$ cat src/rtl/dcs_pkg.sv
package dcs_pkg;
  typedef enum logic [2:0] {
    S_IDLE  = 3'd0,
    S_CHAIN = 3'd1,
    S_PREQ  = 3'd2,
    S_XFER  = 3'd3,
    S_PARK  = 3'd4,
    S_EOTW  = 3'd5,
    S_ERR   = 3'd6
  } st_t;

  localparam logic [2:0] K_SINGLE = 3'b000;
  localparam logic [2:0] K_PAIR   = 3'b001;
  localparam logic [2:0] K_BURST  = 3'b010;
  localparam logic [2:0] K_NONE   = 3'b011;

  typedef struct packed {
    logic       act;
    logic [2:0] kind;
    logic [1:0] a1m;
    logic [1:0] a2m;
    logic       fstop;
    logic       link;
    logic [5:0] nxt;
  } link_t;
endpackage

$ cat src/rtl/dcs_fetch.sv
module dcs_fetch #(
  parameter int DW     = 16,
  parameter int PTRW   = 6,
  parameter int DWORDS = 8,
  localparam int WSEL  = $clog2(DWORDS),
  localparam int CNTW  = WSEL + 1
) (
  input  logic                 clk,
  input  logic                 rst,
  input  logic                 start,
  input  logic [PTRW-1:0]      inst,
  output logic                 ram_rd,
  output logic [PTRW+WSEL-1:0] ram_addr,
  input  logic [DW-1:0]        ram_rdata,
  input  logic                 ram_perr,
  output logic                 done,
  output logic                 perr,
  output dcs_pkg::link_t       lk,
  output logic [DW-1:0]        blen,
  output logic [DW-1:0]        base1,
  output logic [DW-1:0]        base2
);
  logic [CNTW-1:0] cnt;
  logic            busy;
  logic [WSEL-1:0] widx;

  assign widx     = cnt[CNTW-1:1];
  assign ram_rd   = busy & ~cnt[0];
  assign ram_addr = {inst, widx};

  always_ff @(posedge clk) begin
    if (rst) begin
      busy  <= 1'b0;
      cnt   <= '0;
      done  <= 1'b0;
      perr  <= 1'b0;
      lk    <= '0;
      blen  <= '0;
      base1 <= '0;
      base2 <= '0;
    end else begin
      done <= 1'b0;
      if (start) begin
        busy <= 1'b1;
        cnt  <= '0;
        perr <= 1'b0;
      end else if (busy) begin
        cnt <= cnt + 1'b1;
        if (cnt[0]) begin
          perr <= perr | ram_perr;
          case (widx)
            WSEL'(0): lk    <= dcs_pkg::link_t'(ram_rdata[15:0]);
            WSEL'(1): blen  <= ram_rdata;
            WSEL'(2): base1 <= ram_rdata;
            WSEL'(4): base2 <= ram_rdata;
            default: ;
          endcase
        end
        if (cnt == '1) begin
          busy <= 1'b0;
          done <= 1'b1;
        end
      end
    end
  end
endmodule

$ cat src/rtl/dcs_area.sv
module dcs_area #(
  parameter int W = 16
) (
  input  logic         clk,
  input  logic         rst,
  input  logic         load,
  input  logic [W-1:0] base,
  input  logic [1:0]   amode,
  input  logic         step,
  output logic [W-1:0] addr
);
  always_ff @(posedge clk) begin
    if (rst) begin
      addr <= '0;
    end else if (load) begin
      addr <= base;
    end else if (step) begin
      case (amode)
        2'b01:   addr <= addr + 1'b1;
        2'b10:   addr <= addr - 1'b1;
        default: addr <= addr;
      endcase
    end
  end
endmodule

$ cat src/rtl/dma_chan_seq.sv
module dma_chan_seq #(
  parameter int DW     = 16,
  parameter int PTRW   = 6,
  parameter int NDESC  = 60,
  parameter int DWORDS = 8,
  localparam int WSEL  = $clog2(DWORDS),
  localparam int RAW   = PTRW + WSEL,
  localparam int NERR  = 4
) (
  input  logic            clk,
  input  logic            rst,
  input  logic            mode_wr,
  input  logic            mode_act,
  input  logic [PTRW-1:0] mode_inst,
  input  logic            stat_wr,
  input  logic [5:0]      stat_wdata,
  input  logic            dreq,
  input  logic            bus_gnt,
  input  logic            cyc_done,
  input  logic            cyc_err,
  input  logic [DW-1:0]   ram_rdata,
  input  logic            ram_perr,
  output logic            ram_rd,
  output logic [RAW-1:0]  ram_addr,
  output logic            bus_req,
  output logic            xfer_go,
  output logic [2:0]      xfer_mode,
  output logic [DW-1:0]   area1_addr,
  output logic [DW-1:0]   area2_addr,
  output logic [DW-1:0]   words_left,
  output logic [2:0]      chan_state,
  output logic            eot_flag,
  output logic [NERR-1:0] err_flags,
  output logic            req_pend
);
  import dcs_pkg::*;

  st_t            st;
  logic [PTRW-1:0] inst;
  logic           loaded, second;
  link_t          lk;
  logic [DW-1:0]  blen, b1, b2;
  logic           fdone, fperr;
  logic [DW-1:0]  remain_nx;
  logic           last, chain_go, word_ok, fstart, mode_start, mode_stop;
  logic [NERR-1:0] wr_err;
  logic           wr_eot;

  assign wr_err     = stat_wdata[5:2];
  assign wr_eot     = stat_wdata[0];
  assign remain_nx  = words_left - 1'b1;
  assign last       = (remain_nx == '0);
  assign chain_go   = lk.link && !lk.fstop && (lk.nxt < PTRW'(NDESC));
  assign word_ok    = (st == S_XFER) && cyc_done && !cyc_err;
  assign mode_start = mode_wr && mode_act && (st == S_IDLE) && (mode_inst < PTRW'(NDESC));
  assign mode_stop  = mode_wr && !mode_act && ((st == S_CHAIN) || (st == S_PREQ));
  assign fstart     = mode_start || (word_ok && last && chain_go);

  dcs_fetch #(.DW(DW), .PTRW(PTRW), .DWORDS(DWORDS)) u_fetch (
    .clk(clk), .rst(rst), .start(fstart), .inst(inst),
    .ram_rd(ram_rd), .ram_addr(ram_addr), .ram_rdata(ram_rdata), .ram_perr(ram_perr),
    .done(fdone), .perr(fperr), .lk(lk), .blen(blen), .base1(b1), .base2(b2)
  );

  logic [DW-1:0] abase [2];
  logic [1:0]    amode [2];
  logic          astep [2];
  logic [DW-1:0] aout  [2];
  assign abase[0] = b1;
  assign abase[1] = b2;
  assign amode[0] = lk.a1m;
  assign amode[1] = lk.a2m;
  assign astep[0] = word_ok;
  assign astep[1] = word_ok && lk.kind[2];

  for (genvar g = 0; g < 2; g++) begin : g_area
    dcs_area #(.W(DW)) u_area (
      .clk(clk), .rst(rst), .load(fdone && (st == S_CHAIN)),
      .base(abase[g]), .amode(amode[g]), .step(astep[g]), .addr(aout[g])
    );
  end
  assign area1_addr = aout[0];
  assign area2_addr = aout[1];

  always_ff @(posedge clk) begin
    if (rst) begin
      st         <= S_IDLE;
      inst       <= '0;
      loaded     <= 1'b0;
      second     <= 1'b0;
      eot_flag   <= 1'b0;
      err_flags  <= '0;
      req_pend   <= 1'b0;
      words_left <= '0;
    end else begin
      if (stat_wr) req_pend <= stat_wdata[1];
      if (fdone && (st == S_CHAIN)) words_left <= blen;
      case (st)
        S_IDLE: if (mode_start) begin
          st     <= S_CHAIN;
          inst   <= mode_inst;
          loaded <= 1'b0;
        end
        S_CHAIN: begin
          if (mode_stop) begin
            st <= S_IDLE;
          end else if (stat_wr && ((wr_err != '0) || wr_eot)) begin
            if ((wr_err != '0) && !wr_eot) begin
              err_flags <= wr_err;
              eot_flag  <= 1'b0;
              st        <= S_ERR;
            end else if ((wr_err == '0) && wr_eot) begin
              eot_flag  <= 1'b1;
              err_flags <= '0;
              st        <= S_EOTW;
            end
          end else if (fdone && !loaded) begin
            if (fperr) begin
              err_flags[0] <= 1'b1;
              st           <= S_ERR;
            end else if ((lk.kind == K_PAIR) && blen[0]) begin
              err_flags[1] <= 1'b1;
              st           <= S_ERR;
            end else begin
              loaded <= 1'b1;
            end
          end else if (loaded && (dreq || req_pend)) begin
            st       <= S_PREQ;
            req_pend <= 1'b0;
            second   <= 1'b0;
          end
        end
        S_PREQ: begin
          if (mode_stop || !lk.act || (lk.kind == K_NONE)) st <= S_IDLE;
          else if (bus_gnt) st <= S_XFER;
        end
        S_XFER: begin
          if (cyc_err) begin
            err_flags[2] <= 1'b1;
            st           <= S_ERR;
          end else if (cyc_done) begin
            words_left <= remain_nx;
            if (last) begin
              if (chain_go) begin
                inst   <= lk.nxt;
                loaded <= 1'b0;
                st     <= S_CHAIN;
              end else begin
                eot_flag <= 1'b1;
                st       <= S_EOTW;
              end
            end else begin
              case (lk.kind)
                K_PAIR: begin
                  second <= ~second;
                  if (second) st <= S_PREQ;
                end
                K_BURST: if (!bus_gnt) st <= S_PARK;
                default: st <= S_PREQ;
              endcase
            end
          end
        end
        S_PARK: if (bus_gnt) st <= S_XFER;
        S_EOTW: if (stat_wr) begin
          if (wr_err != '0) begin
            err_flags <= wr_err;
            eot_flag  <= 1'b0;
            st        <= S_ERR;
          end else if (!wr_eot) begin
            eot_flag <= 1'b0;
            st       <= S_IDLE;
          end
        end
        S_ERR: if (stat_wr) begin
          if (wr_eot) begin
            eot_flag  <= 1'b1;
            err_flags <= '0;
            st        <= S_EOTW;
          end else begin
            err_flags <= wr_err;
            if (wr_err == '0) st <= S_IDLE;
          end
        end
        default: st <= S_IDLE;
      endcase
    end
  end

  assign chan_state = st;
  assign bus_req    = (st == S_PREQ) || (st == S_XFER) || (st == S_PARK);
  assign xfer_go    = (st == S_XFER);
  assign xfer_mode  = lk.kind;
endmodule

$ cat config.mk
export PLATFORM = sky130hd
export DESIGN_NAME = dma_chan_seq
export DESIGN_NICKNAME = d
export VERILOG_FILES = /design/src/rtl/dcs_pkg.sv /design/src/rtl/dcs_fetch.sv /design/src/rtl/dcs_area.sv /design/src/rtl/dma_chan_seq.sv
export SDC_FILE = /design/constraint.sdc
export NUM_CORES = 1
export LEC_CHECK = 0
export BUFFER_PORTS_ARGS = -buffer_cell sky130_fd_sc_hd__buf_2
export CAP_MARGIN = 20
export CELL_PAD_IN_SITES_DETAIL_PLACEMENT = 1
export CELL_PAD_IN_SITES_GLOBAL_PLACEMENT = 2
export CORE_ASPECT_RATIO = 1.2
export CORE_MARGIN = 3
export CORE_UTILIZATION = 31
export DETAILED_ROUTE_END_ITERATION = 12
export PLACE_DENSITY_LB_ADDON = 0.1
export SLEW_MARGIN = 20
export SYNTH_ARGS = -nofsm -noshare
export SYNTH_HDL_FRONTEND = slang
export SYNTH_SLANG_ARGS = --single-unit
$ cat constraint.sdc
create_clock -name clk -period 3.22 [get_ports clk]
set_input_delay 0.161 -clock clk [delete_from_list [all_inputs] [get_ports clk]]
set_output_delay 0.161 -clock clk [all_outputs]
set_load 0.005 [all_outputs]
# Word level (Yosys, flattened, before mapping)
# Index checks and enable logic that the tools add are counted.
dict set report classes {
  n_addsub 6
  shift 0
  order_cmp 2
  eq_ne 52
  n_mux 102
  bitwise 6
  div_mod_pow 0
  mul 0
  n_reduce_logical 65
}
# operator n
set ops {}
lappend ops {{16-bit two-way mux} 8}
lappend ops {{3-bit two-way mux} 23}
lappend ops {{16-bit case mux with 2 select lines} 2}
lappend ops {{16-bit by 1-bit subtractor with 16-bit output, second input constant} 3}
lappend ops {{1-bit two-way mux} 45}
lappend ops {{16-bit by 1-bit adder with 16-bit output, second input constant} 2}
lappend ops {{6-bit two-way mux} 5}
lappend ops {{2-bit inequality test, second input constant} 15}
lappend ops {{4-bit two-way mux} 7}
lappend ops {{11-bit AND reduction} 2}
lappend ops {{3-bit case mux with 7 select lines} 1}
lappend ops {{1-bit logical AND} 19}
lappend ops {{9-bit AND reduction} 2}
lappend ops {{16-bit logical NOT} 1}
lappend ops {{4-bit AND reduction} 4}
lappend ops {{8-bit AND reduction} 2}
lappend ops {{3-bit by 2-bit == test with 1-bit output, second input constant} 5}
lappend ops {{3-bit == test, second input constant} 4}
lappend ops {{6-bit < comparator, second input constant} 2}
lappend ops {{2-bit by 1-bit inequality test with 1-bit output, second input constant} 6}
lappend ops {{3-bit by 1-bit inequality test with 1-bit output, second input constant} 4}
lappend ops {{3-bit inequality test, second input constant} 4}
lappend ops {{6-bit case mux with 2 select lines} 1}
lappend ops {{12-bit AND reduction} 1}
lappend ops {{other kinds (31)} 65}
dict set report totals {
  register_bits 136
  romBits 0
  latch_bits 0
  mem_bits_rw 0
  memories 0
  wordCells 260
}

# Longest topological paths before layout
# Gate-level depths: netlist of run 1.
dict set report logic_depth {
  word_depth 8
  ltp_mapped 14
}

# By module
# Synthesis of run 1 repeated with hierarchy kept, for this count alone.
dict set report hier_totals {
  cells_unflattened 993
  hier_area_um2 8276.7
}
# module area_each_um2 seq_area_each_um2 cells_per_inst n_inst
set modules_own_cells {}
lappend modules_own_cells {dcs_fetch 2916.5 1421.4 274 1}
lappend modules_own_cells {dcs_area 1351.3 320.3 187 2}
lappend modules_own_cells {dma_chan_seq 2657.5 660.6 345 1}

# Worst setup path before layout of run 1
# No wires, ideal clock.
dict set report synth_timing {
  path_type {register to register}
  from {register words_left[0]}
  to {register, netlist name u_fetch.lk[0]}
  period_less_slack_ns 3.038
  stages_incl_launch_ff 15
  slack_ns 0.182
  setup_time_ns 0.072
  arrival_ns 2.966
  path_cell_list {dfxtp_1 > clkbuf_1 > inv_1 > ha_1 > buf_2 > or4b_1 > buf_2 > nor3b_1 > o211ai_1 > a2111oi_4 > nand3_2 > nand4b_2 > buf_6 > buf_12 > mux2i_1}
}
dict set report synth_between {
  elab_chain_cells 7
}
# element line
set synth_lines {}
lappend synth_lines {{start: declaration} dma_chan_seq.sv:30} ;# output logic [DW-1:0] words_left,
lappend synth_lines {{start signal: assignment} dma_chan_seq.sv:97} ;# if (fdone && (st == S_CHAIN)) words_left <= blen;
lappend synth_lines {{start signal: assignment} dma_chan_seq.sv:142} ;# words_left <= remain_nx;
lappend synth_lines {{16-bit by 1-bit subtractor with 16-bit output} dma_chan_seq.sv:51} ;# assign remain_nx = words_left - 1'b1;
lappend synth_lines {{16-bit logical NOT} dma_chan_seq.sv:52} ;# assign last = (remain_nx == '0);
lappend synth_lines {{1-bit logical AND (2 in series)} dma_chan_seq.sv:57} ;# assign fstart = mode_start || (word_ok && last && chain_go);
lappend synth_lines {{1-bit logical OR} dma_chan_seq.sv:57}
lappend synth_lines {{1-bit inverter (no source line)} --}
lappend synth_lines {{4-bit AND reduction (no source line)} --}
# Every way passes these cells.
# A chain may end at the register's enable or synchronous reset.

# Final worst setup path of run 1
dict set report layout_timing {
  from {register words_left[1]}
  to {register, netlist name u_fetch.lk[5]}
}
dict set report layout_between {
  elab_chain_cells 7
}
# element line
set layout_lines {}
lappend layout_lines {{16-bit by 1-bit subtractor with 16-bit output} dma_chan_seq.sv:51}
lappend layout_lines {{16-bit logical NOT} dma_chan_seq.sv:52}
lappend layout_lines {{1-bit logical AND (2 in series)} dma_chan_seq.sv:57}
lappend layout_lines {{1-bit logical OR} dma_chan_seq.sv:57}
lappend layout_lines {{1-bit inverter (no source line)} --}
lappend layout_lines {{4-bit AND reduction (no source line)} --}
# Every way passes these cells.

==> flow_summary.ini, run 1 <==
[die]
die_area_um2 = 27800
core-area_um2 = 25100
die_y_um = 182
start_util_pct = 32.0
num_rows = 63
ios = 110
fp.dieW_um = 153

[logic_synthesis]
yosysSeqAreaShare_pct = 33.9
ys_seq_elements = 136
synth_cell_type_count = 74
ys_async_sr_fraction_pct = 0
syn-cell-area_um2 = 8020
synth.largest_area_cell = dfxtp_1
yosysWarnings = 0
synth_fp_nets = 1048
ys.flop_type = dfxtp_1
synthCells = 973
ys_top_cells_by_area = dfxtp_1, mux2i_1, nand2_1, ha_1, nor2_1
yosysTopAreaCellShare_pct = 33.9
synth_edf_count = 0
postSynthAreaPerCell_um2 = 8.24

[critical_path]
r2r-end = u_fetch.lk[5]$_SDFFE_PP0P_
startpoint = words_left[1]$_SDFF_PP0_
crit_end = u_fetch.lk[5]$_SDFFE_PP0P_
crit_buf_inv = 2
path_cells = buf_4 > or4_4 > nor4_1 > o211ai_1 > a2111oi_4 > nand3_2 > nand4b_2 > buf_12 > mux2i_1
critPathTopFamily = simple AND/OR/NAND/NOR gates
crit_cells = 9
crit_arrival_ns = 3.27
crit_type = reg -> reg
crit_path_start_kind = register
r2r_cells = 9
worstReg2RegStart = words_left[1]$_SDFF_PP0_
cp-end-kind = register
ff2ff_setup_slack_ns = 0.29
critPathSlowestCell = or4_4
max_stage_delay_ns = 0.55
cp.required_ns = 3.56
path_max_fanout = 16

[global_routing]
antenna_found_initial = 0
grt_max_degree = 77
grt_pass1_vias = 7851
grt_usage_pct = 20.3
grt_first_pass_wirelength_um = 45000
overflow = 0

[power]
power_density_nw_per_um2 = 514
finalPower_uw = 4960
peakVddDrop_v = 0.000324
p_leak_uw = 0.00413

[layout]
fin_nets = 1149
post-route-util_pct = 38.4
syn_to_final_growth_pct = 20.1
diodes = 0
drive_gt1_share_pct = 18.0

[sta]
finalHoldViolCount = 0
tightestPinTransition_ns = 0.928
slew_headroom_pct = 38.1
period_needed_ns = 2.93
fmax_mhz = 341
fin_setup_tns_ns = 0
min_period_over_period_pct = 91.1
setup_viol = 0
fin_skew_ns = 0.0134
rsz0062_at_grt = no
slew_violations = 0

[clock_network]
htree_levels = 4
clk_path_buf_depth = 2
clockRootBuffer = clkbuf_16
clkSinkCount = 136
insertion_delay_ns = 0.43
cts_resized = 0
path_clk_slew_ns = 0.07
cts_tree = yes
numCtsBuffers = 17

[route]
drcViolationCount = 0
drt_wl_total_um = 28600
avgRoutedWirePerCell_um = 20.2
vias = 7690
via_per_inst = 5.45
drt_iter0_markers = 333
ant_nets = 0
drt-pass1-iter-count = 4

[placement]
routabilityCongestion = 0.794
dp_hpwl_um = 20900
port_buffers = 109

[hold_path]
hold_path.class = in -> reg

[run_status]
run_status = finished clean

[job]
drv_cap = 0
per-stage QoR:
stage	hold WS [ns]	setup slack [ns]	cells	instance area, um2
after detailed placement	0.426	0.223	1377	8930
after global routing	0.0483	0.00668	1411	9630
after global placement	0.418	0.298	1377	8930
after CTS	0.0295	0.192	1409	9590
final	0.0393	0.288	1411	9630
after floorplan	0.308	0.182	973	8020
repair_timing:
action	CTS	global route
buffers inserted	0	2
endpoints found under the setup margin	0	5
hold endpoints to repair	1	0
hold buffers	1	0
cells by family (layout without fill, tap and decap cells):
kind of cell             after synthesis  count (layout)  share of synthesized area (%)
adder cells (fa/ha/maj)               37              37                           5.96
XOR/XNOR                              16              16                           1.75
AO/OA/AOI/OAI                        243             243                           20.5
multiplexers                          76              76                           9.50
AND/OR/NAND/NOR                      373             373                           22.9
flip-flops                           136             136                           33.9
buffers and inverters                 92             205                           5.44
worst register-to-register path: stages, from the launching register on:
cell	delay (ns)
dfxtp_1	0.31
buf_4	0.15
or4_4	0.55
nor4_1	0.25
o211ai_1	0.18
a2111oi_4	0.52
nand3_2	0.28
nand4b_2	0.21
buf_12	0.18
mux2i_1	0.21
worst min path at each step:
stage	start	to	cells past startpoint
floorplan	stat_wdata[1]	req_pend$_SDFF_PP0_	2
global placement	stat_wdata[1]	req_pend$_SDFF_PP0_	3
detailed placement	stat_wdata[1]	req_pend$_SDFF_PP0_	3
CTS	ram_perr	u_fetch.perr$_SDFFE_PP0P_	3
global route	stat_wdata[3]	err_flags[1]$_SDFFE_PP0P_	3
finish	ram_perr	u_fetch.perr$_SDFFE_PP0P_	3
cell usage after synthesis, types with 15 or more instances:
master / instances
a211oi_1: 18
a21oi_1: 54
a22oi_1: 26
a31oi_1: 15
clkbuf_1: 44
dfxtp_1: 136
ha_1: 35
inv_1: 27
mux2i_1: 75
nand2_1: 134
nand3_1: 22
nor2_1: 77
nor2b_1: 16
nor3_1: 43
o21ai_0: 46
sequential cells by signal (all words and copies together), names as in the netlist:
name	count
g_area.u_area.addr	32
second	1
loaded	1
u_fetch.done	1
u_fetch.blen	16
inst	6
u_fetch.busy	1
u_fetch.base2	16
u_fetch.cnt	4
u_fetch.base1	16
words_left	16
eot_flag	1
req_pend	1
err_flags	4
chan_state	3
u_fetch.lk	16
u_fetch.perr	1
area by class of cell:
| class | count | area (um2) |
|---|---|---|
| inverters | 27 | 101 |
| clock buffers | 19 | 453 |
| multi-input cells | 745 | 4870 |
| fillers | 3056 | 15400 |
| repair buffers | 147 | 883 |
| well taps | 325 | 407 |
| flip-flops and latches | 136 | 2720 |
| clock inverters | 12 | 199 |
power by group:
part,internal (uW),switching (uW)
logic,353,595
clock network,1410,795
registers,1750,58.6
total,3510,1450
per-layer routing:
metal / global-route usage [%] / routed length [um] / up-vias
li1: - / - / 3762
met1: 25.7 / 13100 / 3766
met5: 0 / 0 / -
met4: 6.31 / 555 / 0
met2: 35.7 / 14100 / 129
met3: 2.73 / 823 / 33
cells in the final DEF, fill, tap and decap left out, types with 6 or more instances in the layout:
cell,n
a211oi_1,18
a21o_1,7
a21oi_1,54
a221oi_1,14
a22oi_1,26
a31oi_1,15
and3_1,6
buf_2,109
buf_4,33
clkbuf_16,17
dfxtp_1,136
ha_1,35
inv_1,26
mux2i_1,75
nand2_1,134
nand2b_1,9
nand3_1,22
nand4_1,6
nor2_1,77
nor2b_1,16
nor3_1,42
nor3b_1,7
nor4_1,14
o21a_1,12
o21ai_0,46
o22ai_1,8
o31a_1,6
or3_1,8
xnor2_1,11
Note: power is estimated with default switching activity, not from simulation.
==> run 2, diff against run 1 <==
ABC_AREA = 1   (was default)
CORE_UTILIZATION = 29   (was 31)
==> run 2 against run 1 <==
  * Maximum frequency decreased by 0.10%
  * Worst setup slack got worse by 0.0030 ns
  * Critical endpoint is now g_area[0].u_area.addr[12]$_SDFFE_PP0P_
  * Count of clock-buffer cells in the layout increased by 2
  * Global-route usage fell by 1.5 points
  * Via count grew 1.2%
  * First-iteration DRC count down 9.9%
  * Die area increased by 4.1%
  * Sequential share of layout area is 1.0 points higher
  * Combinational power decreased by 33%
  * Area after synthesis is 2.5% lower
  * Clock power fell by 6%
==> flow_summary.ini, run 2 <==
[die]
fp.dieW_um = 156
num_rows = 65
die_area_um2 = 29000
die_y_um = 186
start_util_pct = 29.6
ios = 110
core-area_um2 = 26400

[placement]
dpl_worst_slack_ns = 0.309
routabilityCongestion = 0.808
port_buffers = 109
dp_hpwl_um = 20000

[critical_path]
crit_path_start_kind = register
cp.required_ns = 3.48
path_cells = inv_1 > ha_1 > inv_1 > fa_1 > o221ai_1 > nand3_1 > nand2_1 > a21oi_1 > o21ai_0 > a21oi_1 > o21ai_0 > a21oi_1
crit_arrival_ns = 3.20
max_stage_delay_ns = 0.49
cp-end-kind = register
path_common_cell = a21oi_1
path_max_fanout = 12
crit_type = reg -> reg
critPathSlowestCell = ha_1

[power]
power_density_nw_per_um2 = 483
finalPower_uw = 4490
clkPwrFrac_pct = 46.0
p_leak_uw = 0.00437
switchingPower_uw = 1270
internal_power_uw = 3220
seqPwrFrac_pct = 39.9
p_sw_share_pct = 28.3
peakVddDrop_v = 0.000294
power_frac_comb_pct = 14.1

[sta]
min_period_over_period_pct = 91.2
period_needed_ns = 2.94
fin_setup_tns_ns = 0
setup_viol = 0
whs_ns = 0.0370
worst_slack_ns = 0.285
slew_violations = 0
rsz0062_at_grt = no
slew_headroom_pct = 41.4
finalHoldViolCount = 0
fin_skew_ns = 0.0139
tightestPinTransition_ns = 0.879
fmax_mhz = 341

[logic_synthesis]
synth.largest_area_cell = dfxtp_1
postSynthAreaPerCell_um2 = 6.67
synth_cell_type_count = 47
yosysMostFrequentCell = nand2_1
yosysSeqAreaShare_pct = 34.8
yosysTopAreaCellShare_pct = 34.8
yosysWarnings = 0
synth_fp_nets = 1248
synthCells = 1173
synth_edf_count = 0
syn-cell-area_um2 = 7820
ys.flop_type = dfxtp_1
ys_seq_elements = 136
ys_top_cells_by_count = nand2_1, nor2_1, dfxtp_1
ys_top_cells_by_area = dfxtp_1, nand2_1, nor2_1, a21oi_1, inv_1
ys_async_sr_fraction_pct = 0

[layout]
diodes = 0
final_common_cell = nand2_1
drive_gt1_share_pct = 14.1
final_cell_mix = nand2_1, nor2_1, dfxtp_1
syn_to_final_growth_pct = 18.9
regMostFlops = g_area.u_area.addr
multi_input_area_um2 = 4380
seq_area_um2 = 2720
largest_register_ffs = 32
fill_cells = 3375
fin_nets = 1343

[clock_network]
htree_levels = 4
clk_path_buf_depth = 2
clockRootBuffer = clkbuf_16
cts_tree = yes
clkSinkCount = 136
cts_resized = 0
numCtsBuffers = 17
path_clk_slew_ns = 0.06
insertion_delay_ns = 0.43

[route]
vias = 7785
drcViolationCount = 0
via_per_inst = 4.82
drt_wl_total_um = 26900
drt-pass1-iter-count = 5
drt_iter0_markers = 300
avgRoutedWirePerCell_um = 16.6
ant_nets = 0

[global_routing]
overflow = 0
grt_pass1_vias = 7846
grt_usage_pct = 18.8
grt_max_degree = 70
grt_first_pass_wirelength_um = 42800
antenna_found_initial = 0

[run_status]
run_status = finished clean

[hold_path]
hold_path.class = in -> reg

[job]
drv_cap = 0
-- run 2: cells by family after synthesis --
logic type,Yosys count,share of synthesized area [%]
DFF,136,34.8
and+or+nand+nor,571,30.5
adders and majority gates,37,6.11
AOI/OAI and AO/OA,226,16.2
xor gates and xnor gates,25,2.80
buffers and inverters,178,9.50
-- run 2: through the flow --
| stage | area, um2 | std cells | util (%) |
|---|---|---|---|
| floorplan | 7820 | 1173 | - |
| global placement | 8680 | 1583 | 32.8 |
| detailed placement | 8680 | 1583 | 32.8 |
| CTS | 9300 | 1616 | 35.2 |
| global route | 9300 | 1616 | 35.2 |
| finish | 9300 | 1616 | 35.2 |
-- run 2: power by group through the flow --
stage / Sequential [uW] / Clock [uW] / Combinational (uW)
floorplan: 1820 / 0 / 409
detailed placement: 1830 / 0 / 640
global route: 1800 / 2200 / 732
global placement: 1830 / 0 / 636
finish: 1790 / 2070 / 634
CTS: 1790 / 2140 / 645
-- run 2: area by class of cell --
class,instances,share of cell area [%]
clock buffer,21,4.95
clock inverter,11,1.59
inverter,128,5.17
multi-input combinational,859,47.1
sequential,136,29.3
tap,335,4.51
timing repair buffer,126,7.40
-- run 2: per-layer routing --
| metal | up-vias | track usage, % | wire, um |
|---|---|---|---|
| met2 | 87 | 32.1 | 12900 |
| met4 | 0 | 3.99 | 98 |
| met1 | 3675 | 25.1 | 13300 |
| li1 | 4018 | - | - |
| met5 | - | 0 | 0 |
| met3 | 5 | 3.05 | 535 |
-- run 2: critical path, delay by kind of cell (launching register included) --
kind	cells	cell delay [ns]
flops	1	0.30
fa+ha+maj	2	0.94
buf+inv	2	0.23
simple gates	2	0.27
compound gates	6	1.04
-- run 2: final timing paths --
check                              startpoint                                endpoint  slack, ns  cells past startpoint
setup / recovery  u_fetch.lk[10]$_SDFFE_PP0P_  g_area[0].u_area.addr[12]$_SDFFE_PP0P_       0.28                     12
hold / removal                  stat_wdata[2]               err_flags[0]$_SDFFE_PP0P_       0.04                      3
setup reg to reg  u_fetch.lk[10]$_SDFFE_PP0P_  g_area[0].u_area.addr[12]$_SDFFE_PP0P_       0.28                     12
hold reg to reg     err_flags[1]$_SDFFE_PP0P_               err_flags[1]$_SDFFE_PP0P_       0.46                      2
-- run 2: repair_timing --
| item | in CTS | in global routing |
|---|---|---|
| setup buffers | 0 | 0 |
| hold buffers | 1 | 0 |
| endpoints found under the hold margin | 1 | 0 |
==> run 3, diff against run 2 <==
CORE_UTILIZATION = 32   (was 29)
clock period = 3.04 ns   (was 3.22 ns; I/O delays follow)
==> run 3 against run 2 <==
  * Clock power is 16% higher
  * Count of clock-buffer cells in the layout up 2
  * Cell count shrank 0.80%
  * First-iteration DRC count down 0.33%
  * Sequential power increased by 6%
  * Global-route usage is 1.5 points higher
  * Via count grew 1.1%
  * Worst setup slack improved by 0.026 ns
  * Sequential share of layout area decreased by 0.24 points
  * Critical path depth up 3
  * Power up 11%
  * Non-clock buffer count increased by 2
  * Highest routed layer unchanged
==> flow_summary.ini, run 3 (synthesized netlist as in run 2, its figures left out) <==
[run_status]
run_status = finished clean

[layout]
seq_area_um2 = 2720
multi_input_area_um2 = 4410
drive_gt1_share_pct = 14.2
syn_to_final_growth_pct = 19.9
fill_cells = 3079
fin_nets = 1346
final_cell_mix = nand2_1, nor2_1, dfxtp_1
final_common_cell = nand2_1
diodes = 0
largest_register_ffs = 32
regMostFlops = g_area.u_area.addr

[sta]
worst_slack_ns = 0.311
fin_skew_ns = 0.0109
min_period_over_period_pct = 89.8
finalHoldViolCount = 0
slew_headroom_pct = 35.9
fmax_mhz = 366
fin_setup_tns_ns = 0
tightestPinTransition_ns = 0.955
period_needed_ns = 2.73
slew_violations = 0
rsz0062_at_grt = no
setup_viol = 0

[power]
power_density_nw_per_um2 = 532
p_leak_uw = 0.00440
peakVddDrop_v = 0.000378

[route]
via_per_inst = 4.91
drt-pass1-iter-count = 4
drt_iter0_markers = 299
ant_nets = 0
drt_wl_total_um = 26700
avgRoutedWirePerCell_um = 16.7
vias = 7872
drcViolationCount = 0

[placement]
dp_hpwl_um = 19400
dpl_worst_slack_ns = 0.144
port_buffers = 109
routabilityCongestion = 0.791

[clock_network]
clockRootBuffer = clkbuf_16
htree_levels = 4
clk_path_buf_depth = 2
numCtsBuffers = 17
insertion_delay_ns = 0.43
path_clk_slew_ns = 0.06
clkSinkCount = 136
cts_tree = yes

[global_routing]
grtUsageMet3_pct = 3.43
antenna_found_initial = 0
gr-usage-met2_pct = 34.2
grt_usage_pct = 20.3
busiest_layer = met2
grt_first_pass_wirelength_um = 42500
grt_use_met1_pct = 27.0
overflow = 0
grt_pass1_vias = 7992
grt_max_degree = 70

[die]
die_area_um2 = 26400
die_y_um = 177
fp.dieW_um = 149
start_util_pct = 32.6
ios = 110
num_rows = 62
core-area_um2 = 24000

[critical_path]
crit_type = reg -> reg
cp.required_ns = 3.39
cp-end-kind = register
r2r_cells = 15
crit_path_start_kind = register
crit_arrival_ns = 3.08
path_max_fanout = 21

[job]
drv_cap = 0

[hold_path]
hold_path.class = in -> reg
hold_path_depth = 3
-- run 3: cell types whose count changed in the layout (fill, tap and decap cells not counted), moves of 2 or more --
cell / change
clkbuf_1: +2
clkinv_4: -4
bufinv_16: +3
ha_1: -2
clkinv_2: -2
buf_4: +2
ha_2: +2
-- run 3: path summary, 6_finish.rpt --
| kind | end | startpoint | slack (ns) |
|---|---|---|---|
| hold / removal | req_pend$_SDFF_PP0_ | stat_wdata[1] | 0.03 |
| setup / recovery | u_fetch.blen[6]$_SDFFE_PP0P_ | words_left[0]$_SDFF_PP0_ | 0.31 |
| hold reg to reg | u_fetch.base2[2]$_SDFFE_PP0P_ | u_fetch.base2[2]$_SDFFE_PP0P_ | 0.46 |
| setup reg to reg | u_fetch.blen[6]$_SDFFE_PP0P_ | words_left[0]$_SDFF_PP0_ | 0.31 |
-- run 3: per-stage QoR --
stage	utilization (%)	hold WS [ns]	std cells	total power, uW	instance area (um2)
2_1_floorplan	-	0.287	1173	2360	7820
3_3_place_gp	36.1	0.430	1570	2610	8660
3_5_place_dp	36.1	0.433	1570	2610	8660
4_1_cts	38.9	0.00946	1602	5030	9330
5_1_grt	39.1	0.0326	1603	5220	9370
6_report	39.1	0.0268	1603	4990	9370
-- run 3: where the power goes --
part | total [uW] | internal [uW] | switching, uW
Clock | 2410 | 1580 | 829
Sequential | 1900 | 1850 | 47.9
Combinational | 682 | 231 | 452
-- run 3: area by class of cell --
class	count	share of cell area, %
sequential	136	29.0
clock inverter	8	2.06
multi-input combinational	860	47.1
timing repair buffer	128	7.41
clock buffer	23	4.99
inverter	128	5.18
tap	320	4.27
-- run 3: worst max-delay path: stages (launching register included) --
cell and delay [ns]:
dfxtp_1 0.32, inv_1 0.14, ha_2 0.24, nand3_1 0.15, o21ai_0 0.19, nand2_1 0.10, nor2_1 0.10, nand3_1 0.11
nor2_2 0.17, nand3_1 0.16, o21ai_4 0.25, inv_6 0.12, buf_4 0.24, nand2_8 0.14, nand2_1 0.06, a21oi_1 0.14
-- run 3: what timing repair did --
action | 4_1_cts | 5_1_grt
endpoints found under the hold margin | 1 | 0
resized for setup | 0 | 8
setup buffers | 0 | 0
hold buffers | 1 | 0
endpoints found under the setup margin | 0 | 49
-- run 3: metal layers --
metal	routed length (um)	share of wire (%)	up-vias
met3	782	2.9	22
met1	13000	49	3706
li1	-	-	4034
met4	377	1.4	0
met2	12600	47	110
met5	0	0	-
